`config.mk`:
```
export PLATFORM = sky130hd
export DESIGN_NAME = acc_alu
export DESIGN_NICKNAME = d
export VERILOG_FILES = /design/src/rtl/acc_alu_pkg.sv /design/src/rtl/acc_alu_addsub.sv /design/src/rtl/acc_alu_step.sv /design/src/rtl/acc_alu_logic.sv /design/src/rtl/acc_alu_core.sv /design/src/rtl/acc_alu.sv
export SDC_FILE = /design/constraint.sdc
export NUM_CORES = 1
export LEC_CHECK = 0
export BUFFER_PORTS_ARGS = -buffer_cell sky130_fd_sc_hd__buf_2
export CAP_MARGIN = 25
export CORE_MARGIN = 5
export CORE_UTILIZATION = 50
export CTS_BUF_LIST = sky130_fd_sc_hd__clkbuf_16
export DETAILED_ROUTE_END_ITERATION = 8
export PLACE_DENSITY = 0.72
export SLEW_MARGIN = 20
export SYNTH_ARGS = -nofsm -noshare
export SYNTH_HDL_FRONTEND = slang
export SYNTH_SLANG_ARGS = --single-unit
```
`constraint.sdc`:
```
create_clock -name clk -period 4.7 [get_ports clk]
set_input_delay 0.47 -clock clk [delete_from_list [all_inputs] [get_ports clk]]
set_output_delay 0.47 -clock clk [all_outputs]
set_load 0.05 [all_outputs]
```
`src/rtl/acc_alu_pkg.sv`:
```
package acc_alu_pkg;

  localparam int OP_W = 4;

  typedef enum logic [OP_W-1:0] {
    OP_ADD = 4'd0,
    OP_ADC = 4'd1,
    OP_SUB = 4'd2,
    OP_SBC = 4'd3,
    OP_CMP = 4'd4,
    OP_AND = 4'd5,
    OP_OR  = 4'd6,
    OP_XOR = 4'd7,
    OP_INC = 4'd8,
    OP_DEC = 4'd9,
    OP_CPL = 4'd10,
    OP_SCF = 4'd11,
    OP_CCF = 4'd12
  } alu_op_e;

  typedef struct packed {
    logic z;
    logic n;
    logic h;
    logic c;
  } alu_flags_t;

  typedef enum logic [1:0] {
    LG_AND = 2'd0,
    LG_OR  = 2'd1,
    LG_XOR = 2'd2
  } logic_sel_e;

endpackage

```
`src/rtl/acc_alu_addsub.sv`:
```
module acc_alu_addsub #(
  parameter int W   = 8,
  parameter int NIB = 4
) (
  input  logic [W-1:0] x,
  input  logic [W-1:0] y,
  input  logic         cin,
  input  logic         sub,
  output logic [W-1:0] r,
  output logic         hc,
  output logic         cy
);

  logic [W:0]   full;
  logic [NIB:0] low;
  logic [W:0]   cin_w;
  logic [NIB:0] cin_n;

  assign cin_w = {{W{1'b0}}, cin};
  assign cin_n = {{NIB{1'b0}}, cin};

  // A negative difference wraps, so the extra top bit doubles as the borrow
  always_comb begin
    if (sub) begin
      full = {1'b0, x} - {1'b0, y} - cin_w;
      low  = {1'b0, x[NIB-1:0]} - {1'b0, y[NIB-1:0]} - cin_n;
    end else begin
      full = {1'b0, x} + {1'b0, y} + cin_w;
      low  = {1'b0, x[NIB-1:0]} + {1'b0, y[NIB-1:0]} + cin_n;
    end
  end

  assign r  = full[W-1:0];
  assign cy = full[W];
  assign hc = low[NIB];

endmodule

```
`src/rtl/acc_alu_step.sv`:
```
module acc_alu_step #(
  parameter int W   = 8,
  parameter int NIB = 4
) (
  input  logic [W-1:0] v,
  input  logic         down,
  output logic [W-1:0] r,
  output logic         hc
);

  localparam logic [W-1:0]   ONE   = {{(W-1){1'b0}}, 1'b1};
  localparam logic [NIB-1:0] NFULL = {NIB{1'b1}};
  localparam logic [NIB-1:0] NZERO = {NIB{1'b0}};

  always_comb begin
    if (down) begin
      r  = v - ONE;
      hc = (v[NIB-1:0] == NZERO);
    end else begin
      r  = v + ONE;
      hc = (v[NIB-1:0] == NFULL);
    end
  end

endmodule

```
`src/rtl/acc_alu_logic.sv`:
```
module acc_alu_logic
  import acc_alu_pkg::*;
#(
  parameter int W = 8
) (
  input  logic [W-1:0] a,
  input  logic [W-1:0] b,
  input  logic_sel_e   sel,
  output logic [W-1:0] r
);

  always_comb begin
    case (sel)
      LG_AND:  r = a & b;
      LG_OR:   r = a | b;
      LG_XOR:  r = a ^ b;
      default: r = '0;
    endcase
  end

endmodule

```
`src/rtl/acc_alu_core.sv`:
```
module acc_alu_core
  import acc_alu_pkg::*;
#(
  parameter int W   = 8,
  parameter int NIB = 4
) (
  input  logic [OP_W-1:0] op,
  input  logic [W-1:0]    a,
  input  logic [W-1:0]    b,
  input  alu_flags_t      fin,
  output logic [W-1:0]    res,
  output logic            wr,
  output alu_flags_t      fout
);

  logic         as_sub, as_cin, as_h, as_c;
  logic [W-1:0] as_r;
  logic [W-1:0] st_r;
  logic         st_h;
  logic [W-1:0] lg_r;
  logic_sel_e   lg_sel;

  assign as_sub = (op == OP_SUB) || (op == OP_SBC) || (op == OP_CMP);
  assign as_cin = ((op == OP_ADC) || (op == OP_SBC)) && fin.c;

  always_comb begin
    case (op)
      OP_OR:   lg_sel = LG_OR;
      OP_XOR:  lg_sel = LG_XOR;
      default: lg_sel = LG_AND;
    endcase
  end

  acc_alu_addsub #(.W(W), .NIB(NIB)) u_addsub (
    .x(a), .y(b), .cin(as_cin), .sub(as_sub),
    .r(as_r), .hc(as_h), .cy(as_c)
  );

  acc_alu_step #(.W(W), .NIB(NIB)) u_step (
    .v(b), .down(op == OP_DEC), .r(st_r), .hc(st_h)
  );

  acc_alu_logic #(.W(W)) u_logic (
    .a(a), .b(b), .sel(lg_sel), .r(lg_r)
  );

  always_comb begin
    res  = a;
    wr   = 1'b0;
    fout = fin;
    case (op)
      OP_ADD, OP_ADC: begin
        res  = as_r;
        wr   = 1'b1;
        fout = '{z: (as_r == '0), n: 1'b0, h: as_h, c: as_c};
      end
      OP_SUB, OP_SBC: begin
        res  = as_r;
        wr   = 1'b1;
        fout = '{z: (as_r == '0), n: 1'b1, h: as_h, c: as_c};
      end
      OP_CMP: begin
        res  = as_r;
        wr   = 1'b0;
        fout = '{z: (as_r == '0), n: 1'b1, h: as_h, c: as_c};
      end
      OP_AND, OP_OR, OP_XOR: begin
        res  = lg_r;
        wr   = 1'b1;
        fout = '{z: (lg_r == '0), n: 1'b0, h: (op == OP_AND), c: 1'b0};
      end
      OP_INC, OP_DEC: begin
        res  = st_r;
        wr   = 1'b1;
        fout = '{z: (st_r == '0), n: (op == OP_DEC), h: st_h, c: fin.c};
      end
      OP_CPL: begin
        res  = ~a;
        wr   = 1'b1;
        fout = '{z: fin.z, n: 1'b1, h: 1'b1, c: fin.c};
      end
      OP_SCF: fout = '{z: fin.z, n: 1'b0, h: 1'b0, c: 1'b1};
      OP_CCF: fout = '{z: fin.z, n: 1'b0, h: 1'b0, c: ~fin.c};
      default: ;
    endcase
  end

  // carry ops never request a write-back
  always_comb begin
    if ((op == OP_SCF) || (op == OP_CCF))
      p_carry_nowrite_r8: assert (!wr);
  end

endmodule

```
`src/rtl/acc_alu.sv`:
```
module acc_alu
  import acc_alu_pkg::*;
#(
  parameter int W = 8
) (
  input  logic         clk,
  input  logic         rst,
  input  logic         in_valid,
  input  logic [3:0]   op,
  input  logic [W-1:0] acc,
  input  logic [W-1:0] opnd,
  input  logic [3:0]   flags_in,
  output logic [W-1:0] res_q,
  output logic         wr_q,
  output logic [3:0]   flags_q,
  output logic         valid_q
);

  localparam int NIB = 4;

  logic [W-1:0]    res_c;
  logic            wr_c;
  alu_flags_t      fout_c;
  logic [OP_W-1:0] op_q;
  logic [3:0]      fin_q;

  acc_alu_core #(.W(W), .NIB(NIB)) u_core (
    .op(op), .a(acc), .b(opnd), .fin(alu_flags_t'(flags_in)),
    .res(res_c), .wr(wr_c), .fout(fout_c)
  );

  always_ff @(posedge clk) begin
    if (rst) begin
      res_q   <= '0;
      wr_q    <= 1'b0;
      flags_q <= '0;
      valid_q <= 1'b0;
      op_q    <= '0;
      fin_q   <= '0;
    end else begin
      valid_q <= in_valid;
      if (in_valid) begin
        res_q   <= res_c;
        wr_q    <= wr_c;
        flags_q <= fout_c;
        op_q    <= op;
        fin_q   <= flags_in;
      end
    end
  end

  p_cmp_nowrite_r4: assert property (@(posedge clk) disable iff (rst)
    (valid_q && op_q == OP_CMP) |-> (!wr_q && flags_q[2]));

  p_logic_clear_c_r5: assert property (@(posedge clk) disable iff (rst)
    (valid_q && (op_q == OP_AND || op_q == OP_OR || op_q == OP_XOR))
      |-> (!flags_q[0] && !flags_q[2] && wr_q));

  p_incdec_keep_c_r6: assert property (@(posedge clk) disable iff (rst)
    (valid_q && (op_q == OP_INC || op_q == OP_DEC)) |-> (flags_q[0] == fin_q[0]));

  p_unused_pass_r9: assert property (@(posedge clk) disable iff (rst)
    (valid_q && op_q > OP_CCF) |-> (!wr_q && flags_q == fin_q));

  p_idle_hold_r10: assert property (@(posedge clk) disable iff (rst)
    !in_valid |=> ($stable(res_q) && $stable(flags_q) && $stable(wr_q) && !valid_q));

endmodule

```
## Word level (Yosys, flattened, before mapping)

Cells that the tools add are included.

| storage, ports and cells | value |
|---|---|
| latch bits | 0 |
| bits in writable memories | 0 |
| memories | 0 |
| bits in read-only memories | 0 |
| output and inout bits | 14 |
| bits in registers | 14 |
| word-level logic and storage cells | 59 |

| cells by class | value |
|---|---|
| order comparisons | 0 |
| add/subtract/negate cells | 10 |
| div/mod/pow operators | 0 |
| shift operators | 0 |
| multiplexer cells | 9 |
| reductions and logical operators | 16 |
| bitwise logic cells | 5 |
| equality and inequality tests | 15 |
| $mul | 0 |

Operator list:

| operator | count |
|---|---|
| 8-bit one-hot mux with 4 select lines | 1 |
| 4-bit one-hot mux with 7 select lines | 1 |
| 4-bit equality test (second input constant) | 6 |
| 8-bit logical NOT | 3 |
| 8-bit one-hot mux with 3 select lines | 1 |
| 4-bit by 3-bit equality test with 1-bit output (second input constant) | 4 |
| 10-bit OR reduction | 1 |
| 8-bit by 8-bit adder with 9-bit output | 1 |
| 9-bit by 1-bit adder with 9-bit output | 1 |
| 9-bit two-way mux | 1 |
| 8-bit by 8-bit subtractor with 9-bit output | 1 |
| 9-bit by 1-bit subtractor with 9-bit output | 1 |
| 8-bit by 1-bit adder with 8-bit output (second input constant) | 1 |
| 8-bit AND | 1 |
| 4-bit by 2-bit equality test with 1-bit output (second input constant) | 2 |
| 4-bit logical NOT | 2 |
| 8-bit two-way mux | 1 |
| 8-bit inverter | 1 |
| 8-bit bitwise OR | 1 |
| 8-bit by 1-bit subtractor with 8-bit output (second input constant) | 1 |
| 8-bit bitwise XOR | 1 |
| 3-bit OR reduction | 2 |
| 4-bit by 4-bit adder with 5-bit output | 1 |
| 5-bit by 1-bit adder with 5-bit output | 1 |
| other kinds (14) | 18 |

## Longest topological paths before layout

| depth | value |
|---|---|
| depth in word-level cells | 7 |
| depth in mapped cells | 14 |

## Cells and area by module

From an unflattened synthesis, not the netlist that was laid out.

| second synthesis, totals | value |
|---|---|
| cells, all modules | 377 |
| area, all modules | 3007.9 um^2 |

Modules (own cells, without submodules):

| module | area each (um^2) | cells an instance | instances |
|---|---|---|---|
| acc_alu_addsub | 957.2 | 124 | 1 |
| acc_alu_core | 720.7 | 111 | 1 |
| acc_alu | 501.7 | 44 | 1 |
| acc_alu_logic | 484.2 | 52 | 1 |
| acc_alu_step | 344.1 | 46 | 1 |

## Least setup slack after synthesis

Ideal clock, no wire load.

| path | value |
|---|---|
| path type | in2reg |
| start point | input op[0] |
| end point | register flags_q[3] |
| path buffers | 3 |
| library setup time | 69 ps |
| stages on the path | 13 |
| data arrival time | 3519 ps |
| setup slack | 1112 ps |
| data required time | 4631 ps |
| cells stage by stage | clkbuf_1 clkbuf_1 buf_1 and3_1 fa_1 ha_1 o21ai_0 nand3_1 a41oi_1 xor2_1 mux2i_1 or4_1 o21ai_1 |

| on the way | value |
|---|---|
| cells in the longest elaborated chain, start to end | 7 |

Ends and longest elaborated chain:

| element | RTL line | source |
|---|---|---|
| start: declaration | acc_alu.sv:9 | `input logic [3:0] op,` |
| 4-bit by 1-bit equality test with 1-bit output / 4-bit by 2-bit equality test with 1-bit output (equally long branches) | acc_alu_core.sv:24, acc_alu_core.sv:51, acc_alu_core.sv:23 |  |
| 1-bit logical OR | acc_alu_core.sv:24 | `assign as_cin = ((op == OP_ADC) \|\| (op == OP_SBC)) && fin.c;` |
| 1-bit logical AND | acc_alu_core.sv:24 |  |
| 9-bit by 1-bit adder with 9-bit output / 9-bit by 1-bit subtractor with 9-bit output (equally long branches) | acc_alu_addsub.sv:28, acc_alu_addsub.sv:25 |  |
| 9-bit two-way mux | acc_alu_addsub.sv:24 | `if (sub) begin` |
| 8-bit logical NOT | acc_alu_core.sv:55, acc_alu_core.sv:60, acc_alu_core.sv:65 |  |
| 4-bit one-hot mux with 7 select lines * | acc_alu_core.sv:51 | `case (op)` |
| end signal: assignment | acc_alu.sv:45 | `flags_q <= fout_c;` |
| end: declaration | acc_alu.sv:15 | `output logic [3:0] flags_q,` |

Every way passes the cells marked *; elsewhere a longest branch is shown, timed or not.
A chain may end at the register's enable or synchronous reset.

## Worst setup path after layout

| path | value |
|---|---|
| start point | input op[2] |
| end point | register flags_q[3] |

The elaborated chain is that of the path after synthesis.

==> run metrics <==
outcome finished clean; reg-to-reg critical path endpoint flags_q[3]; first-pass GRT wire length roughly 13,000 um; core area approximately 5100 sq um; final setup TNS 0 ps; placed standard-cell area approximately 2800 sq um; top cells by area, synth ha_1 (18%), dfxtp_1 (11%), a21oi_1 (6.0%), nand2_1 (5.4%), nor2_1 (5.4%); RR Startpoint flags_q[3]; PortBufs 40; asr flop ratio synth 0%; Final ANT Viol Nets 0; Leakage 1.377 nW; fin crit period about 3400 ps; max_cap viols 0; CTS root buffer clkbuf_16; sequential-to-total area share from yosys stat 10.85%; final setup violating endpoints 0; Area growth, synth to finish 12.31%; Worst Skew 0 ps; fin crit share around 73%; Post-CTS Resized 0; count of pins over their slew limit 0; die width about 82 um; internal power 0.3645 mW; flop2flop setup slack 3520 ps; iteration-0 DRC count of the detailed router 196; Worst EP arrival 3600 ps; CP endpoint kind flip-flop; DR DRC count 0; die area ~6700 sq um; Hold Crit Depth 2; top cell type's share of synthesized area 17.93%; Worst Tran Pin Value 496.5 ps; post-synth top area cell ha_1; Tot GR Track Use about 25%; Final HPWL DP 6266 um; Post-Syn Area ~2600 sq um; DRT Pass-1 Iters 5; Post-synth top flop dfxtp_1; Layout Cells excl Fill roughly 460; vias in the first global route ~2.6k; #FFs+latches synth 14; total number of vias 2,802; Total Wirelength just under 8000 um; worst skew pair latency roughly 240 ps; worst r2r path cells 5; n_diodes 0; Placer Congestion 1.009; Hold Fails Final Rpt 0; clock share of power 24.9%; Slew HR between 60% and 70%; H-tree levels 1; Seq pwr share roughly a fifth; Tightest Hold Check Type reg -> reg; setup bufs post-CTS 0; CTS Buffer Depth 2; overflow left after global routing 0; initial antenna violation count 0; RSZ-0062 raised after global routing false; most frequent cells after synthesis ha_1 (37), nand2_1 (37), nor2_1 (37); Max Clk Rate 292.1 MHz; CP startpoint kind input port; CP required just under 5000 ps; total CTS buffers 3; Max stage delay on crit path 550 ps; row cnt 26; CP Max Fanout 25; cts hold-fix bufs 0; Worst Hold Path EP res_q[6]; synth warn 0; design area 2900 sq um; Avg WL per Cell around 17 um; Final Core Density 57.15%; CTS tree built; Initial Util between 50% and 60%; Via density just over 6; Reg clk slew, reported paths 40 ps; Sw Ratio between 40% and 50%; largest net degree at the start of global routing 33; CP max stage cell fa_1; critical path class in -> reg; Die Ht around 82 um; Post-Syn Nets ~430; Combinational Power Share 54.1%; layout cells sized above 1 about 14%; Cell Count Post-Placement roughly 460; crit path cell chain buf_2 > nor2_1 > and3_1 > fa_1 > inv_1 > ha_1 > o21ai_0 > nand3_1 > a41oi_1 > xor2_1 > mux2i_1 > or4_1 > o21ai_1; clock sinks 14; library cells used by synthesis 55; Pwr Density roughly 220 nW/um^2; WHS between 400 and 500 ps; EDFF count, synth 0; maximum vdd drop ~170 uV; Ports 41; Synth Instances 360; P_sw 0.2671 mW; Nets between 400 and 500; Worst Hold Launch res_q[6]; syn avg cell area about 7.2 sq um
per-layer routing:
layer / vias up / part of all wire, % / global-route usage [%]
met5: - / 0 / 0
met4: 0 / 2.4 / 6.811
met3: 20 / 8.0 / 4.605
met2: 132 / 47 / 39.90
met1: 1287 / 43 / 33.03
li1: 1363 / - / -
worst max-delay path by stage:
| stage | slack (ps) | end | depth (start not counted) | startpoint |
|---|---|---|---|---|
| 2_1_floorplan | 1110 | flags_q[3] | 13 | op[0] |
| 3_3_place_gp | 1210 | flags_q[3] | 13 | op[2] |
| 3_5_place_dp | 1120 | flags_q[3] | 13 | op[2] |
| 4_1_cts | 1330 | flags_q[3] | 13 | op[2] |
| 5_1_grt | 1030 | flags_q[3] | 13 | op[2] |
| 6_report | 1280 | flags_q[3] | 13 | op[2] |
critical path: cells and delay by family:
family | cells | cell delay (ps)
AOI/OAI and AO/OA | 3 | 650
xor gates and xnor gates | 1 | 190
adders and majority gates | 2 | 720
buffers and inverters | 2 | 390
muxes | 1 | 130
and+or+nand+nor | 4 | 1060
flip-flops by register name, indices dropped and copies added (netlist names):
signal   flops
res_q        8
wr_q         1
valid_q      1
flags_q      4
power by group through the flow:
stage	logic (mW)	registers (mW)	clock network, mW
floorplan	0.211	0.169	0
detailed placement	0.335	0.135	0
global route	0.377	0.134	0.160
global placement	0.333	0.135	0
finish	0.342	0.133	0.157
CTS	0.337	0.133	0.158
final cells by class:
cell class | count | area, sq um
sequential | 14 | 280.3
clock buffer | 3 | 75.07
timing repair buffer | 42 | 215.2
fill | 529 | 2175
tap | 70 | 87.58
inverter | 31 | 116.4
multi-input combinational | 301 | 2126
cell families after synthesis:
family / after synthesis / share of synthesized area, %
compound gates: 116 / 28.88
simple gates: 113 / 20.59
buf+inv: 45 / 6.831
fa+ha+maj: 42 / 21.80
xor+xnor: 19 / 6.444
flops: 14 / 10.85
mux: 11 / 4.603
cells in the final DEF (no fill, tap or decap), drive strengths merged, types with 4 or more instances in the layout:
master / instances
a211oi: 4
o21a: 6
a21o: 6
nand2b: 4
fa: 5
nand2: 37
buf: 42
ha: 37
xor2: 8
mux2: 7
mux2i: 4
dfxtp: 14
o22ai: 7
o21ai: 26
o211ai: 5
nor2: 37
inv: 30
nand3: 7
xnor2: 11
or3: 4
nor3: 4
a21oi: 32
metrics by stage:
stage	total power, mW	setup WS, ps
after detailed placement	0.4703	1116
final	0.6316	1277
after floorplan	0.3799	1112
after global placement	0.4682	1207
after global routing	0.6705	1026
after CTS	0.6287	1331
(Power assumes the default switching activity.)
